**src/rtl/stk_pkg.sv**
```systemverilog
`timescale 1ns/1ps
package stk_pkg;
   typedef enum logic [2:0] {
      OP_PUSH = 3'd0,
      OP_POP  = 3'd1,
      OP_ADD  = 3'd2,
      OP_SUB  = 3'd3,
      OP_MUL  = 3'd4,
      OP_DIV  = 3'd5
   } stk_op_e;
endpackage

```
**src/rtl/stk_alu.sv**
```systemverilog
`timescale 1ns/1ps
module stk_alu #(
   parameter int DATA_W = 16
) (
   input  logic [2:0]        op,
   input  logic [DATA_W-1:0] nos_val,
   input  logic [DATA_W-1:0] top_val,
   output logic [DATA_W-1:0] result,
   output logic              zero_div
);
   import stk_pkg::*;

   logic signed [DATA_W-1:0] a_s, b_s;
   logic signed [DATA_W-1:0] quot;
   logic        [DATA_W-1:0] prod;

   assign a_s = $signed(nos_val);
   assign b_s = $signed(top_val);
   assign prod = nos_val * top_val;

   // divide: truncate toward zero; -1 handled explicitly to define wrap
   always_comb begin
      zero_div = 1'b0;
      quot     = '0;
      if (b_s == '0) begin
         zero_div = 1'b1;
      end else if (b_s == -1) begin
         quot = -a_s;
      end else begin
         quot = a_s / b_s;
      end
   end

   always_comb begin
      case (op)
         OP_ADD:  result = nos_val + top_val;
         OP_SUB:  result = nos_val - top_val;
         OP_MUL:  result = prod;
         OP_DIV:  result = quot;
         default: result = '0;
      endcase
   end
endmodule

```
**src/rtl/stk_spill_mem.sv**
```systemverilog
`timescale 1ns/1ps
module stk_spill_mem #(
   parameter int DATA_W = 16,
   parameter int DEPTH  = 6,
   localparam int AW    = (DEPTH > 1) ? $clog2(DEPTH) : 1
) (
   input  logic              clk,
   input  logic              wr_en,
   input  logic [AW-1:0]     wr_addr,
   input  logic [DATA_W-1:0] wr_data,
   input  logic [AW-1:0]     rd_addr,
   output logic [DATA_W-1:0] rd_data
);
   logic [DATA_W-1:0] slot [DEPTH];

   for (genvar g = 0; g < DEPTH; g++) begin : g_slot
      always_ff @(posedge clk) begin
         if (wr_en && (wr_addr == AW'(g))) begin
            slot[g] <= wr_data;
         end
      end
   end

   always_comb begin
      rd_data = '0;
      for (int i = 0; i < DEPTH; i++) begin
         if (rd_addr == AW'(i)) rd_data = slot[i];
      end
   end
endmodule

```
**src/rtl/stk_eval.sv**
```systemverilog
`timescale 1ns/1ps
module stk_eval #(
   parameter int DATA_W    = 16,
   parameter int MEM_DEPTH = 6,
   localparam int CAP      = MEM_DEPTH + 2,
   localparam int CNT_W    = $clog2(CAP + 1),
   localparam int SP_W     = CNT_W + 1
) (
   input  logic                   clk,
   input  logic                   rst_n,
   input  logic                   cmd_valid,
   output logic                   cmd_ready,
   input  logic [2:0]             cmd_op,
   input  logic [DATA_W-1:0]      cmd_data,
   output logic [DATA_W-1:0]      tos,
   output logic signed [SP_W-1:0] sp,
   output logic                   empty,
   output logic                   full,
   output logic                   underflow,
   output logic                   overflow,
   output logic                   div_zero
);
   import stk_pkg::*;

   localparam int AW = (MEM_DEPTH > 1) ? $clog2(MEM_DEPTH) : 1;
   localparam logic [CNT_W-1:0] CAP_C   = CNT_W'(CAP);
   localparam logic [CNT_W-1:0] ONE_C   = CNT_W'(1);
   localparam logic [CNT_W-1:0] TWO_C   = CNT_W'(2);
   localparam logic [CNT_W-1:0] THREE_C = CNT_W'(3);

   if (DATA_W < 2) begin : g_bad_w
      $error("stk_eval: DATA_W must be at least 2");
   end
   if (MEM_DEPTH < 2) begin : g_bad_d
      $error("stk_eval: MEM_DEPTH must be at least 2");
   end

   logic [CNT_W-1:0]  count;
   logic [DATA_W-1:0] top_r, nos_r;
   logic              udf_r, ovf_r, dz_r;

   logic [DATA_W-1:0] alu_res, fill_val;
   logic              alu_dz;
   logic [CNT_W-1:0]  wr_idx, rd_idx;
   logic              spill_en, is_bin, has_deep;

   assign wr_idx   = count - TWO_C;
   assign rd_idx   = count - THREE_C;
   assign has_deep = (count >= THREE_C);
   assign is_bin   = (cmd_op == OP_ADD) || (cmd_op == OP_SUB) ||
                     (cmd_op == OP_MUL) || (cmd_op == OP_DIV);
   assign spill_en = cmd_valid && (cmd_op == OP_PUSH) &&
                     (count >= TWO_C) && (count != CAP_C);

   stk_alu #(.DATA_W(DATA_W)) u_alu (
      .op      (cmd_op),
      .nos_val (nos_r),
      .top_val (top_r),
      .result  (alu_res),
      .zero_div(alu_dz)
   );

   stk_spill_mem #(.DATA_W(DATA_W), .DEPTH(MEM_DEPTH)) u_mem (
      .clk    (clk),
      .wr_en  (spill_en),
      .wr_addr(wr_idx[AW-1:0]),
      .wr_data(nos_r),
      .rd_addr(rd_idx[AW-1:0]),
      .rd_data(fill_val)
   );

   always_ff @(posedge clk) begin
      if (!rst_n) begin
         count <= '0;
         top_r <= '0;
         nos_r <= '0;
         udf_r <= 1'b0;
         ovf_r <= 1'b0;
         dz_r  <= 1'b0;
      end else if (cmd_valid) begin
         if (cmd_op == OP_PUSH) begin
            if (count == CAP_C) begin
               ovf_r <= 1'b1;
            end else begin
               top_r <= cmd_data;
               nos_r <= top_r;
               count <= count + ONE_C;
            end
         end else if (cmd_op == OP_POP) begin
            if (count == '0) begin
               udf_r <= 1'b1;
            end else begin
               top_r <= nos_r;
               if (has_deep) nos_r <= fill_val;
               count <= count - ONE_C;
            end
         end else if (is_bin) begin
            if (count < TWO_C) begin
               udf_r <= 1'b1;
            end else begin
               top_r <= alu_res;
               if (has_deep) nos_r <= fill_val;
               count <= count - ONE_C;
               if ((cmd_op == OP_DIV) && alu_dz) dz_r <= 1'b1;
            end
         end
      end
   end

   assign cmd_ready = 1'b1;
   assign tos       = (count == '0) ? '0 : top_r;
   assign sp        = $signed(SP_W'({1'b0, count})) - $signed(SP_W'(1));
   assign empty     = (count == '0);
   assign full      = (count == CAP_C);
   assign underflow = udf_r;
   assign overflow  = ovf_r;
   assign div_zero  = dz_r;
endmodule

```
**config.mk**
```make
export PLATFORM = sky130hd
export DESIGN_NAME = stk_eval
export DESIGN_NICKNAME = d
export VERILOG_FILES = /design/src/rtl/stk_pkg.sv /design/src/rtl/stk_alu.sv /design/src/rtl/stk_spill_mem.sv /design/src/rtl/stk_eval.sv
export SDC_FILE = /design/constraint.sdc
export NUM_CORES = 1
export LEC_CHECK = 0
export ABC_AREA = 1
export BUFFER_PORTS_ARGS = -buffer_cell sky130_fd_sc_hd__buf_2
export CORE_MARGIN = 1.5
export CORE_UTILIZATION = 35
export DETAILED_ROUTE_END_ITERATION = 16
export GPL_TIMING_DRIVEN = 0
export PLACE_DENSITY = 0.56
export SETUP_SLACK_MARGIN = 0.5
export SLEW_MARGIN = 10
export SYNTH_ARGS = -nofsm -noshare
export SYNTH_HDL_FRONTEND = slang
export SYNTH_HIERARCHICAL = 1
export SYNTH_SLANG_ARGS = --single-unit
```
**constraint.sdc**
```tcl
create_clock -name clk -period 34.7 [get_ports clk]
set_input_delay 0 -clock clk [delete_from_list [all_inputs] [get_ports clk]]
set_output_delay 0 -clock clk [all_outputs]
set_load 0.1 [all_outputs]
```
==> results.md <==
Status:
- The flow ran to the end, and the final reports show no timing, DRC or antenna violations.

STA:
- Summed over all failing endpoints, the final setup total negative slack is 0 ns.
- Clock skew on the completed layout was measured at 0.0132 ns.
- Setup repair after global routing left no endpoint under its margin.
- The number of endpoints with negative hold slack in the final report was 0.
- The transition time at the pin with the least slew margin is just over 0.9 ns.
- Static timing analysis puts the maximum clock frequency at around 0.032 GHz.
- The final critical delay including setup and external delays is between 30 and 40 ns.
- The worst-case headroom to the max-slew limit is roughly two fifths.
- In the finished design, the share of the clock period the worst path needs comes to between 80 and 90%.
- The number of max-slew violations in the final report is 0.
- The number of setup violations in the final report is 0.

Setup path:
- The highest net fanout along the worst path is 10.
- Setup slack on the worst reg-to-reg path comes out at 3.87 ns.
- The endpoint identified for the worst register-to-register timing path is top_r[10]$_SDFFE_PN0P_.
- The number of cells on the worst reg-to-reg path is ~260.
- The most prevalent standard cell on the critical path is nand2_1.
- The largest stage delay on the critical path is 0.44 ns.
- The category of the worst setup path launch point is a flip-flop.
- The critical path is of the flip-flop to flip-flop type.
- STA puts the critical path data required time at ~35 ns.
- STA classifies the critical path endpoint as a flip-flop.
- The startpoint of the worst-slack reg-to-reg timing path is top_r[1]$_SDFFE_PN0P_.
- The slowest library cell on the worst path is o211ai_1.
- Data arrives at the worst endpoint at slightly above 30 ns.

Synth:
- The post-synthesis cell type count is 63.
- The count of flip-flops with a built-in enable after synthesis is 96.
- The count of warnings emitted by yosys is 6.
- The number of flip-flops and latches in the synthesized netlist is about 140.
- The summed instance area of the synthesized netlist is a little over 20000 sq um.
- The most used flip-flop cell after synthesis is edfxtp_1.
- The cell count after synthesis came out at slightly above 3000.
- The net count after synthesis is 3354.
- Counting flops with an async set or reset pin after synthesis yields a share of 0%.
- A synthesized cell averages around 6.7 sq um.
- After synthesis, flip-flops and latches occupy between 10% and 20% of the total area.

Clocking:
- The root buffer cell chosen for the clock tree is clkbuf_16.
- The number of clock buffers inserted by TritonCTS is 17.
- For this design, the sink count on the clock tree is about 140.
- The later pin in the worst-skew pair is clocked with a latency of 0.42 ns.
- The CTS tree is done.
- The clock passes through at most 2 buffers.
- After clock tree synthesis, the clock-pin slew on the worst setup and hold paths is around 0.060 ns.
- The maximum level of the CTS H-tree is 4.

Job:
- The max-capacitance violation count is 0.

Layout:
- Cells fill around two fifths of the core in the end.
- From synthesis to final layout, the design area changed by 12.1%.
- The number of nets at the end of the flow is 3457.
- The final instance area is ~23000 sq um.
- The number of inserted diodes is 0.
- In the final layout, the share of cells above drive strength 1 is 12.9%.

Global routing:
- The first global-routing pass estimated 102 mm of wire.
- The number of global-route vias before repair is about 19000.
- Entering global routing, the biggest net connects 21 pins.
- The total routing resource utilization after global routing is 21.7%.
- The remaining global-route overflow is 0.
- The number of antenna violations at the first check in global routing was 0.

Hold path:
- The tightest min-delay check is of the input port to flip-flop type.
- The worst hold path terminates at top_r[1]$_SDFFE_PN0P_.
- The cell depth of the worst hold path is 5.
- The startpoint identified for the worst hold timing path is cmd_data[1].

Placement:
- In this run the cell area measured after placement is 21700 sq um.
- During placement, the flow inserted port buffers numbering 46.
- The placer congestion estimate is 0.964.
- The detailed placement HPWL is 51.8 mm.

Route:
- The routed wire length is about 65 mm.
- In the routed layout, each cell is associated on average with a via count of between 4 and 5.
- The remaining routing DRC violations is 0.
- The routed layout has a little under 20000 vias.
- The antenna violation net count after detailed routing is 0.
- After detailed routing, the average wire length per cell comes to approximately 17 um.
- For this block, the initial DRC count from the detailed router was between 1000 and 1500.
- The first detailed-routing pass ran for 5 iterations.

Floorplan:
- The number of primary I/O pins is between 40 and 50.
- The core region is approximately 58000 sq um.
- From bottom edge to top edge, the die measures about 240 um.
- The floorplan row count is 88.
- The area enclosed by the die boundary is around 60000 sq um.
- The die span in x is ~240 um.
- The starting utilization of the core area is 35.4%.
## Yosys cell counts, types with 5 or more instances
library cell	number	area, sq um
nand2_1	803	3010
inv_1	509	1910
nor2_1	229	860
ha_1	215	2690
nand3_1	209	1050
o21ai_0	120	601
a21oi_1	104	521
edfxtp_1	96	2880
fa_1	82	1640
xor2_1	59	517
nand4_1	54	338
clkbuf_1	45	169
or2_2	45	282
xnor2_1	45	394
dfxtp_1	39	781
o21ai_1	39	195
nand2_2	38	238
nor3_1	38	190
buf_2	22	110
o211ai_1	19	143
inv_2	17	63.8
buf_6	15	169
o21ai_2	15	131
o21bai_1	13	97.6
nor2_4	12	135
nor4_1	11	68.8
a21o_1	10	75.1
a31oi_1	10	62.6
and2_1	10	62.6
buf_4	10	75.1
buf_1	9	33.8
nand3_2	8	80.1
nand2_4	7	78.8
a211oi_1	6	45.0
clkinv_1	6	22.5
nor2_2	6	37.5
o221ai_1	6	52.6
nor2_8	5	100
o21a_1	5	37.5
## per-layer routing
layer	wire, um	GRT usage, %	vias to the layer above
met4	1220	4.50	0
met5	0	0	-
met3	3630	2.46	75
met1	29500	29.0	8949
met2	30400	37.7	472
li1	-	-	9927
## logic make-up after synthesis
kind of cell	count (synthesis)	share of synthesized area (%)
compound gates	368	10.5
xor+xnor	104	4.47
simple gates	1492	33.0
buf+inv	638	12.7
other cells	1	0.0184
fa+ha+maj	297	21.3
flops	135	18.0
## how the worst max path moves through the flow
stage,start,end,cells past startpoint
6_report,top_r[1]$_SDFFE_PN0P_,top_r[10]$_SDFFE_PN0P_,262
5_1_grt,nos_r[5]$_SDFFE_PN0P_,top_r[10]$_SDFFE_PN0P_,265
4_1_cts,top_r[1]$_SDFFE_PN0P_,top_r[8]$_SDFFE_PN0P_,264
3_5_place_dp,top_r[1]$_SDFFE_PN0P_,top_r[8]$_SDFFE_PN0P_,264
3_3_place_gp,top_r[1]$_SDFFE_PN0P_,top_r[8]$_SDFFE_PN0P_,259
2_1_floorplan,top_r[1]$_SDFFE_PN0P_,top_r[14]$_SDFFE_PN0P_,261
## final cells by class
cell class / instances / area [sq um]
timing repair inverter: 1 / 5.00
clock buffer: 17 / 425
inverter: 536 / 2040
buffer: 102 / 629
timing repair buffer: 83 / 547
multi-input combinational: 2262 / 14400
tap: 765 / 957
fill: 6196 / 34800
sequential: 135 / 3700
clock inverter: 15 / 136
## sequential cells by signal, indices dropped and copies added, names as in the netlist
register    cells
count           4
div_zero        1
nos_r          16
overflow        1
top_r          16
u_mem/slot     96
underflow       1
## per-stage QoR
step           setup slack (ns)  hold WS (ns)  instances
6_report                   3.87        0.0135       3916
3_3_place_gp             -0.807         0.385       3846
3_5_place_dp              0.217         0.389       3853
4_1_cts                   0.611       0.00903       3888
2_1_floorplan              6.55         0.160       3035
5_1_grt                   0.405       0.00480       3916
## placed cells by master (no fill, tap or decap), types with 59 or more instances in the layout
cell      count
ha_1        212
xor2_1       59
edfxtp_1     96
fa_1         82
o21ai_0     113
a21oi_1      99
inv_1       508
nor2_1      224
buf_2        64
nand3_1     208
nand2_1     797
## timing repair
| item | CTS | global route |
|---|---|---|
| cloned | 0 | 1 |
| hold endpoints to repair | 3 | 0 |
| hold buffers | 3 | 0 |
| buffers inserted | 0 | 27 |
| endpoints found under the setup margin | 6 | 16 |
| gates resized for setup | 2 | 131 |
| pin swaps | 0 | 15 |
## worst max-delay path: cells and delay by family (launching register included)
kind | cells | cell delay [ns]
AO/OA/AOI/OAI | 48 | 6.91
adder cells (fa/ha/maj) | 17 | 5.12
buffers and inverters | 30 | 3.16
flip-flops | 1 | 0.34
AND/OR/NAND/NOR | 167 | 15.10
Power is left out: the tool's default activity adds up to more than one toggle a clock period on the data nets, which glitch-free logic cannot reach.
